[src/rtl/pin_irq_pkg.sv]
package pin_irq_pkg;
  typedef enum logic [1:0] {
    SEL_RISE = 2'd0,
    SEL_FALL = 2'd1,
    SEL_FLAG = 2'd2,
    SEL_NONE = 2'd3
  } reg_sel_e;
endpackage

[src/rtl/pin_sync.sv]
module pin_sync #(
  parameter int WIDTH  = 6,
  parameter int STAGES = 2
) (
  input  logic             clk_i,
  input  logic             rst_ni,
  input  logic [WIDTH-1:0] async_i,
  output logic [WIDTH-1:0] sync_o
);
  logic [WIDTH-1:0] stage_q [STAGES];

  for (genvar s = 0; s < STAGES; s++) begin : g_stage
    logic [WIDTH-1:0] d;
    if (s == 0) begin : g_first
      assign d = async_i;
    end else begin : g_next
      assign d = stage_q[s-1];
    end
    always_ff @(posedge clk_i or negedge rst_ni) begin
      if (!rst_ni) stage_q[s] <= '0;
      else         stage_q[s] <= d;
    end
  end

  assign sync_o = stage_q[STAGES-1];
endmodule

[src/rtl/edge_detect.sv]
module edge_detect #(
  parameter int WIDTH = 6
) (
  input  logic             clk_i,
  input  logic             rst_ni,
  input  logic [WIDTH-1:0] level_i,
  output logic [WIDTH-1:0] rise_o,
  output logic [WIDTH-1:0] fall_o
);
  logic [WIDTH-1:0] prev_q;

  always_ff @(posedge clk_i or negedge rst_ni) begin
    if (!rst_ni) prev_q <= '0;
    else         prev_q <= level_i;
  end

  assign rise_o = level_i & ~prev_q;
  assign fall_o = ~level_i & prev_q;
endmodule

[src/rtl/irq_regs.sv]
module irq_regs
  import pin_irq_pkg::*;
#(
  parameter int WIDTH = 6
) (
  input  logic             clk_i,
  input  logic             rst_ni,
  input  logic             wr_en_i,
  input  reg_sel_e         sel_i,
  input  logic [WIDTH-1:0] wr_data_i,
  input  logic [WIDTH-1:0] rise_i,
  input  logic [WIDTH-1:0] fall_i,
  output logic [WIDTH-1:0] rise_en_o,
  output logic [WIDTH-1:0] fall_en_o,
  output logic [WIDTH-1:0] flag_o,
  output logic [WIDTH-1:0] set_o
);
  logic [WIDTH-1:0] rise_en_q, fall_en_q, flag_q, flag_d;
  logic wr_rise, wr_fall, wr_flag;

  assign wr_rise = wr_en_i && (sel_i == SEL_RISE);
  assign wr_fall = wr_en_i && (sel_i == SEL_FALL);
  assign wr_flag = wr_en_i && (sel_i == SEL_FLAG);

  assign set_o = (rise_i & rise_en_q) | (fall_i & fall_en_q);

  // write-0 clears, write-1 keeps; hardware set applied last so it wins
  always_comb begin
    flag_d = flag_q;
    if (wr_flag) flag_d = flag_d & wr_data_i;
    flag_d = flag_d | set_o;
  end

  always_ff @(posedge clk_i or negedge rst_ni) begin
    if (!rst_ni) begin
      rise_en_q <= '0;
      fall_en_q <= '0;
      flag_q    <= '0;
    end else begin
      if (wr_rise) rise_en_q <= wr_data_i;
      if (wr_fall) fall_en_q <= wr_data_i;
      flag_q <= flag_d;
    end
  end

  assign rise_en_o = rise_en_q;
  assign fall_en_o = fall_en_q;
  assign flag_o    = flag_q;
endmodule

[src/rtl/pin_irq_ctrl.sv]
module pin_irq_ctrl
  import pin_irq_pkg::*;
#(
  parameter int NUM_PINS    = 6,
  parameter int DATA_W      = 8,
  parameter int SYNC_STAGES = 2
) (
  input  logic                clk_i,
  input  logic                rst_ni,
  input  logic [NUM_PINS-1:0] pin_i,
  input  logic                irq_en_i,
  input  logic                wr_en_i,
  input  logic [1:0]          addr_i,
  input  logic [DATA_W-1:0]   wr_data_i,
  output logic [DATA_W-1:0]   rd_data_o,
  output logic                irq_o
);
  logic [NUM_PINS-1:0] pin_sync_w, rise_w, fall_w;
  logic [NUM_PINS-1:0] rise_en_w, fall_en_w, flag_w, set_w;
  reg_sel_e            sel_w;

  assign sel_w = reg_sel_e'(addr_i);

  if (DATA_W > NUM_PINS) begin : g_hi_bits
    logic unused_wr_hi;
    assign unused_wr_hi = ^wr_data_i[DATA_W-1:NUM_PINS];
  end

  pin_sync #(.WIDTH(NUM_PINS), .STAGES(SYNC_STAGES)) u_sync (
    .clk_i  (clk_i),
    .rst_ni (rst_ni),
    .async_i(pin_i),
    .sync_o (pin_sync_w)
  );

  edge_detect #(.WIDTH(NUM_PINS)) u_edge (
    .clk_i  (clk_i),
    .rst_ni (rst_ni),
    .level_i(pin_sync_w),
    .rise_o (rise_w),
    .fall_o (fall_w)
  );

  irq_regs #(.WIDTH(NUM_PINS)) u_regs (
    .clk_i    (clk_i),
    .rst_ni   (rst_ni),
    .wr_en_i  (wr_en_i),
    .sel_i    (sel_w),
    .wr_data_i(wr_data_i[NUM_PINS-1:0]),
    .rise_i   (rise_w),
    .fall_i   (fall_w),
    .rise_en_o(rise_en_w),
    .fall_en_o(fall_en_w),
    .flag_o   (flag_w),
    .set_o    (set_w)
  );

  always_comb begin
    rd_data_o = '0;
    unique case (sel_w)
      SEL_RISE: rd_data_o = DATA_W'(rise_en_w);
      SEL_FALL: rd_data_o = DATA_W'(fall_en_w);
      SEL_FLAG: rd_data_o = DATA_W'(flag_w);
      default:  rd_data_o = '0;
    endcase
  end

  assign irq_o = irq_en_i && (|flag_w);
endmodule

[config.mk]
export PLATFORM = sky130hd
export DESIGN_NAME = pin_irq_ctrl
export DESIGN_NICKNAME = d
export VERILOG_FILES = /design/src/rtl/pin_irq_pkg.sv /design/src/rtl/pin_sync.sv /design/src/rtl/edge_detect.sv /design/src/rtl/irq_regs.sv /design/src/rtl/pin_irq_ctrl.sv
export SDC_FILE = /design/constraint.sdc
export NUM_CORES = 1
export LEC_CHECK = 0
export ABC_AREA = 1
export CAP_MARGIN = 10
export CORE_MARGIN = 3
export CORE_UTILIZATION = 50
export CTS_CLUSTER_DIAMETER = 30
export DETAILED_ROUTE_END_ITERATION = 8
export GPL_ROUTABILITY_DRIVEN = 0
export PLACE_DENSITY_LB_ADDON = 0.08
export RECOVER_POWER = 25
export SLEW_MARGIN = 10
export SYNTH_ARGS = -nofsm -noshare
export SYNTH_HDL_FRONTEND = slang
export SYNTH_SLANG_ARGS = --single-unit
[constraint.sdc]
create_clock -name clk_i -period 1 [get_ports clk_i]
set_input_delay 0.2 -clock clk_i [delete_from_list [all_inputs] [get_ports clk_i]]
set_output_delay 0.2 -clock clk_i [all_outputs]
set_load 0.02 [all_outputs]
# --- Yosys cells after proc, flatten, opt, wreduce, memory -nomap -nowiden ---
# Cells that the tools add are included.
word_totals:
  in_bits: 20
  reg_bits: 36
  out_inout_bits: 9
  word_cells: 25
op_classes:
  n_eq_ne: 2
  n_mux: 2
  bitwise_logic: 9
  n_reduce_logical: 6
ops:
  columns: ["cell", "n"]
  rows:
  - ["$and A6 B6 Y6", 5]
  - ["$pmux W6 S3", 1]
  - ["$not A6 Y6", 2]
  - ["$or A6 B6 Y6", 2]
  - ["$mux W6", 1]
  - ["$reduce_or A6 Y1", 1]
  - ["$logic_and A1 B1 Y1", 4]
  - ["$eq A2 B1 Y1 const B", 1]
  - ["$eq A2 B2 Y1 const B", 1]
  - ["$logic_not A2 Y1", 1]

# --- Depth between registers and ports, before layout ---
logic_depth:
  depth_word: 5
  depth_mapped: 6
  depth_no_buf: 5

# --- Modules after synthesis ---
# From an unflattened synthesis, not the netlist that was laid out.
hier_totals:
  hier_cells: 191
  hier_area_um2: 1580.3
modules_own_cells:
  columns: ["mod", "seq_area_each_um2", "area_each_um2", "instances", "cells_each"]
  rows:
  - ["irq_regs", 450.4, 875.8, 1, 111]
  - ["pin_sync", 300.3, 300.3, 1, 12]
  - ["edge_detect", 150.1, 240.2, 1, 30]
  - ["pin_irq_ctrl", 0.0, 163.9, 1, 38]

# --- Worst setup path after synthesis ---
# Ideal clock, no wire load.
synth_path:
  path_type: "input -> output"
  from: "input port addr_i[1]"
  to: "output port rd_data_o[0]"
  path_slack_ps: -47
  t_arrival_ps: 847
  stages: 5
  path_buffers: 1
  t_required_ps: 800
  cell_sequence: "buf_6 inv_1 nor2_1 nand2_1 nand3_1"
synth_between:
  elab_chain_len: 2
  word_cells_on_any_way: 4
  cone_classes: "2 x eq/ne; 1 x mux; 1 x reduce/logical"
synth_rtl:
  columns: ["element", "line_no", "source"]
  rows:
  - ["from (decl)", "pin_irq_ctrl.sv:13", "input logic [1:0] addr_i,"]
  - ["$eq A2 B2 Y1, or another cell as far along", "pin_irq_ctrl.sv:60", "unique case (sel_w)"]
  - ["$pmux W6 S3 (*)", "pin_irq_ctrl.sv:60", null]
  - ["to (decl)", "pin_irq_ctrl.sv:15", "output logic [DATA_W-1:0] rd_data_o,"]
# Mark *: on every way between the ends. The rest lies on a longest branch, timed or not.

# --- Final worst setup path ---
layout_path:
  from: "register u_regs.flag_q[0], in the netlist u_regs.flag_o[0]"
  to: "output port irq_o"
layout_between:
  elab_chain_len: 2
layout_rtl:
  columns: ["element", "line_no", "source"]
  rows:
  - ["from (decl)", "irq_regs.sv:18", "logic [WIDTH-1:0] rise_en_q, fall_en_q, flag_q, flag_d;"]
  - ["from (signal assigned)", "irq_regs.sv:42", "flag_q <= flag_d;"]
  - ["$reduce_or A6 Y1", "pin_irq_ctrl.sv:68", "assign irq_o = irq_en_i && (|flag_w);"]
  - ["$logic_and A1 B1 Y1", "pin_irq_ctrl.sv:68", null]
  - ["to (decl)", "pin_irq_ctrl.sv:16", "output logic irq_o"]
# Every way passes these cells.

==> qor.yml <==
clk-insertion-delay-late_ns: 0.34
place_ws_ns: -1.04
final_area_sq_um: 2140
crit_required_ns: 0.80
row_count: 19
cts_buffers: 5
crit_chain: "nor2_1 > nand3_1 > nand2_1 > inv_1 > buf_6"
swShare_pct: 27.5
ys_seq_area_share_pct: 59.5
final_hold_viol_count: 0
yosys.cell_types.count: 18
fmax_mhz: 713
crit_family: "flip-flops"
core-area_sq_um: 2830
vias: 1218
start_util_pct: 53.6
path_class: "flop to output pin"
switchingPower_mw: 0.984
finalCritPeriodShare_pct: 140
setup_slack_ns: -0.403
die-area_sq_um: 3730
synth_area_sq_um: 1520
cts_tree: "done"
layout-drive-gt1-share_pct: 38.0
cts-root-buf: "clkbuf_4"
num_io_pins: 29
die_x_um: 61.1
syn_area_per_cell_sq_um: 9.59
power_leakage_nw: 1.08
power.internal_mw: 2.59
cp_slowest_cell: "dfrtp_1"
drt_iter0_drc: 30
drc: 0
critPathMaxStageDelay_ns: 0.42
cts.sinks: 36
setup_violations: 7
end_kind: "output pin"
nets: 232
htreeDepth: 2
fin_tns_setup_ns: -2.14
area_delta_synth_final_pct: 41.0
clk_pin_slew_ns: 0.10
start_kind: "flop"
cts_buffer_depth: 2
rsz0062_at_grt: "true"
grt_pass1_wl_um: 5640
crit_fanout: 3
synth-warning-count: 0
antennaDiodeCount: 0
power_mw: 3.58
pwr-share-comb_pct: 24.2
drv_cap: 0
peakVddDrop_uv: 1320
clockPowerShare_pct: 27.4
grt_pass1_vias: 1290
ctsHoldBuffers: 0
worstPathArrival_ns: 1.20
outcome: "complete, but fails checks"
post_drt_wl_per_cell_um: 13.7
finalClockSkew_ns: 0.00942
final_core_util_pct: 75.5
grt_overflow: 0
die_h_um: 61.1
hp-class: "flop to flop"
drtPass1Iterations: 4
ant_nets: 0
io_buffers: 24
power_frac_seq_pct: 48.4
grtUsageTotal_pct: 21.2
violations: "setup timing"
placed_area_sq_um: 1920
hpwlAfterDp_um: 2250
grt_start_max_net_pins: 37
power.density_nw_per_um2: 1670
critical_path_buf_inv_count: 2
slew_viol_final: 0
via_per_inst: 4.99
routed_wirelength_um: 3340
synth_cells: 158
synth-seq-cells: 36
antenna_found_initial: 0
period_minus_slack_ns: 1.40
## flip-flops by register name, indices dropped and copies added, names as in the netlist
name	count
u_edge.prev_q	6
u_regs.fall_en_o	6
u_regs.flag_o	6
u_regs.rise_en_o	6
u_sync.g_stage.d	6
u_sync.sync_o	6
## worst paths after layout
check / start / end / slack (ns) / cells past startpoint
worst max-delay path: u_regs.flag_o[0]$_DFF_PN0_ / irq_o / -0.40 / 5
worst min-delay path: u_sync.g_stage[1].d[1]$_DFF_PN0_ / u_sync.sync_o[1]$_DFF_PN0_ / 0.36 / 0
worst max register to register: u_regs.rise_en_o[2]$_DFFE_PN0P_ / u_regs.flag_o[2]$_DFF_PN0_ / 0.09 / 5
worst min register to register: u_sync.g_stage[1].d[1]$_DFF_PN0_ / u_sync.sync_o[1]$_DFF_PN0_ / 0.36 / 0
max in group asynchronous: rst_ni / u_regs.flag_o[1]$_DFF_PN0_ / 0.30 / 2
min in group asynchronous: rst_ni / u_regs.rise_en_o[1]$_DFFE_PN0P_ / 0.37 / 2
## worst reg2reg max path: stages (launching register included)
cell	delay, ns
dfrtp_1	0.40
buf_4	0.14
nand2_1	0.05
nor2_1	0.04
nor2_1	0.12
nand2_1	0.06
## cells in the mapped netlist
| cell | number | area, sq um |
|---|---|---|
| buf_6 | 2 | 22.5 |
| nand2_2 | 5 | 31.3 |
| inv_2 | 1 | 3.75 |
| nand4_1 | 6 | 37.5 |
| nand3_1 | 8 | 40.0 |
| o21ai_2 | 11 | 96.3 |
| buf_4 | 3 | 22.5 |
| nor2_4 | 1 | 11.3 |
| nand2_4 | 1 | 11.3 |
| buf_2 | 1 | 5.00 |
| nand3b_1 | 1 | 7.51 |
| inv_1 | 10 | 37.5 |
| nor2_1 | 19 | 71.3 |
| nor2_8 | 1 | 20.0 |
| o21ai_1 | 1 | 5.00 |
| nand2_1 | 50 | 188 |
| conb_1 | 1 | 3.75 |
| dfrtp_1 | 36 | 901 |
## logic make-up after synthesis
kind of cell / synth area share (%)
AO/OA/AOI/OAI: 6.69
buffers and inverters: 6.03
flip-flops: 59.5
other: 0.247
AND/OR/NAND/NOR: 27.6
## area by class of cell
type,count,area (sq um)
fillers,207,692
multi-input cells,106,594
clock inverters,2,35.0
well taps,31,38.8
inverters,11,41.3
repair buffers,52,485
flip-flops and latches,36,901
clock buffers,6,41.3
## layout by cell type (no fill, tap or decap)
master,n
o21ai_1,1
nor2_8,1
buf_2,1
nand3b_1,1
nor2_4,2
inv_2,1
buf_12,1
clkdlybuf4s15_2,1
dlygate4sd3_1,7
o21ai_2,11
dlymetal6s2s_1,1
clkbuf_1,1
buf_4,22
nor2_2,2
clkdlybuf4s50_1,7
nand4_1,6
nand3_2,6
nand2_1,42
buf_6,11
conb_1,2
nor2_1,16
nand3_1,2
bufinv_16,1
nand2_4,2
nand2_2,12
inv_1,10
clkbuf_4,6
clkinv_2,1
dfrtp_1,36
## per-stage QoR
stage / std cells / hold slack (ns)
finish: 244 / 0.359
global route: 244 / 0.376
CTS: 246 / 0.217
detailed placement: 229 / 0.337
global placement: 229 / 0.332
floorplan: 159 / -0.0956
## repair_timing
item	in CTS	in global routing
setup buffers	9	2
setup endpoints to repair	19	12
gates resized for setup	61	11
pin swaps	8	7
## power by group through the flow
stage | sequential (mW) | clock (mW) | combinational (mW)
5_1_grt | 1.75 | 1.10 | 0.951
4_1_cts | 1.72 | 1.02 | 0.873
2_1_floorplan | 1.74 | 0 | 0.360
3_3_place_gp | 1.74 | 0 | 0.733
3_5_place_dp | 1.75 | 0 | 0.753
6_report | 1.73 | 0.980 | 0.866
## per-layer routing
metal / share of wire (%) / up-vias / global-route usage, %
met5: 0 / - / 0
met4: 1.6 / 0 / 10.2
met3: 4.7 / 6 / 6.92
met2: 48 / 27 / 31.4
met1: 46 / 579 / 28.3
li1: - / 606 / -
No activity file was read; power rests on OpenSTA's default activity.
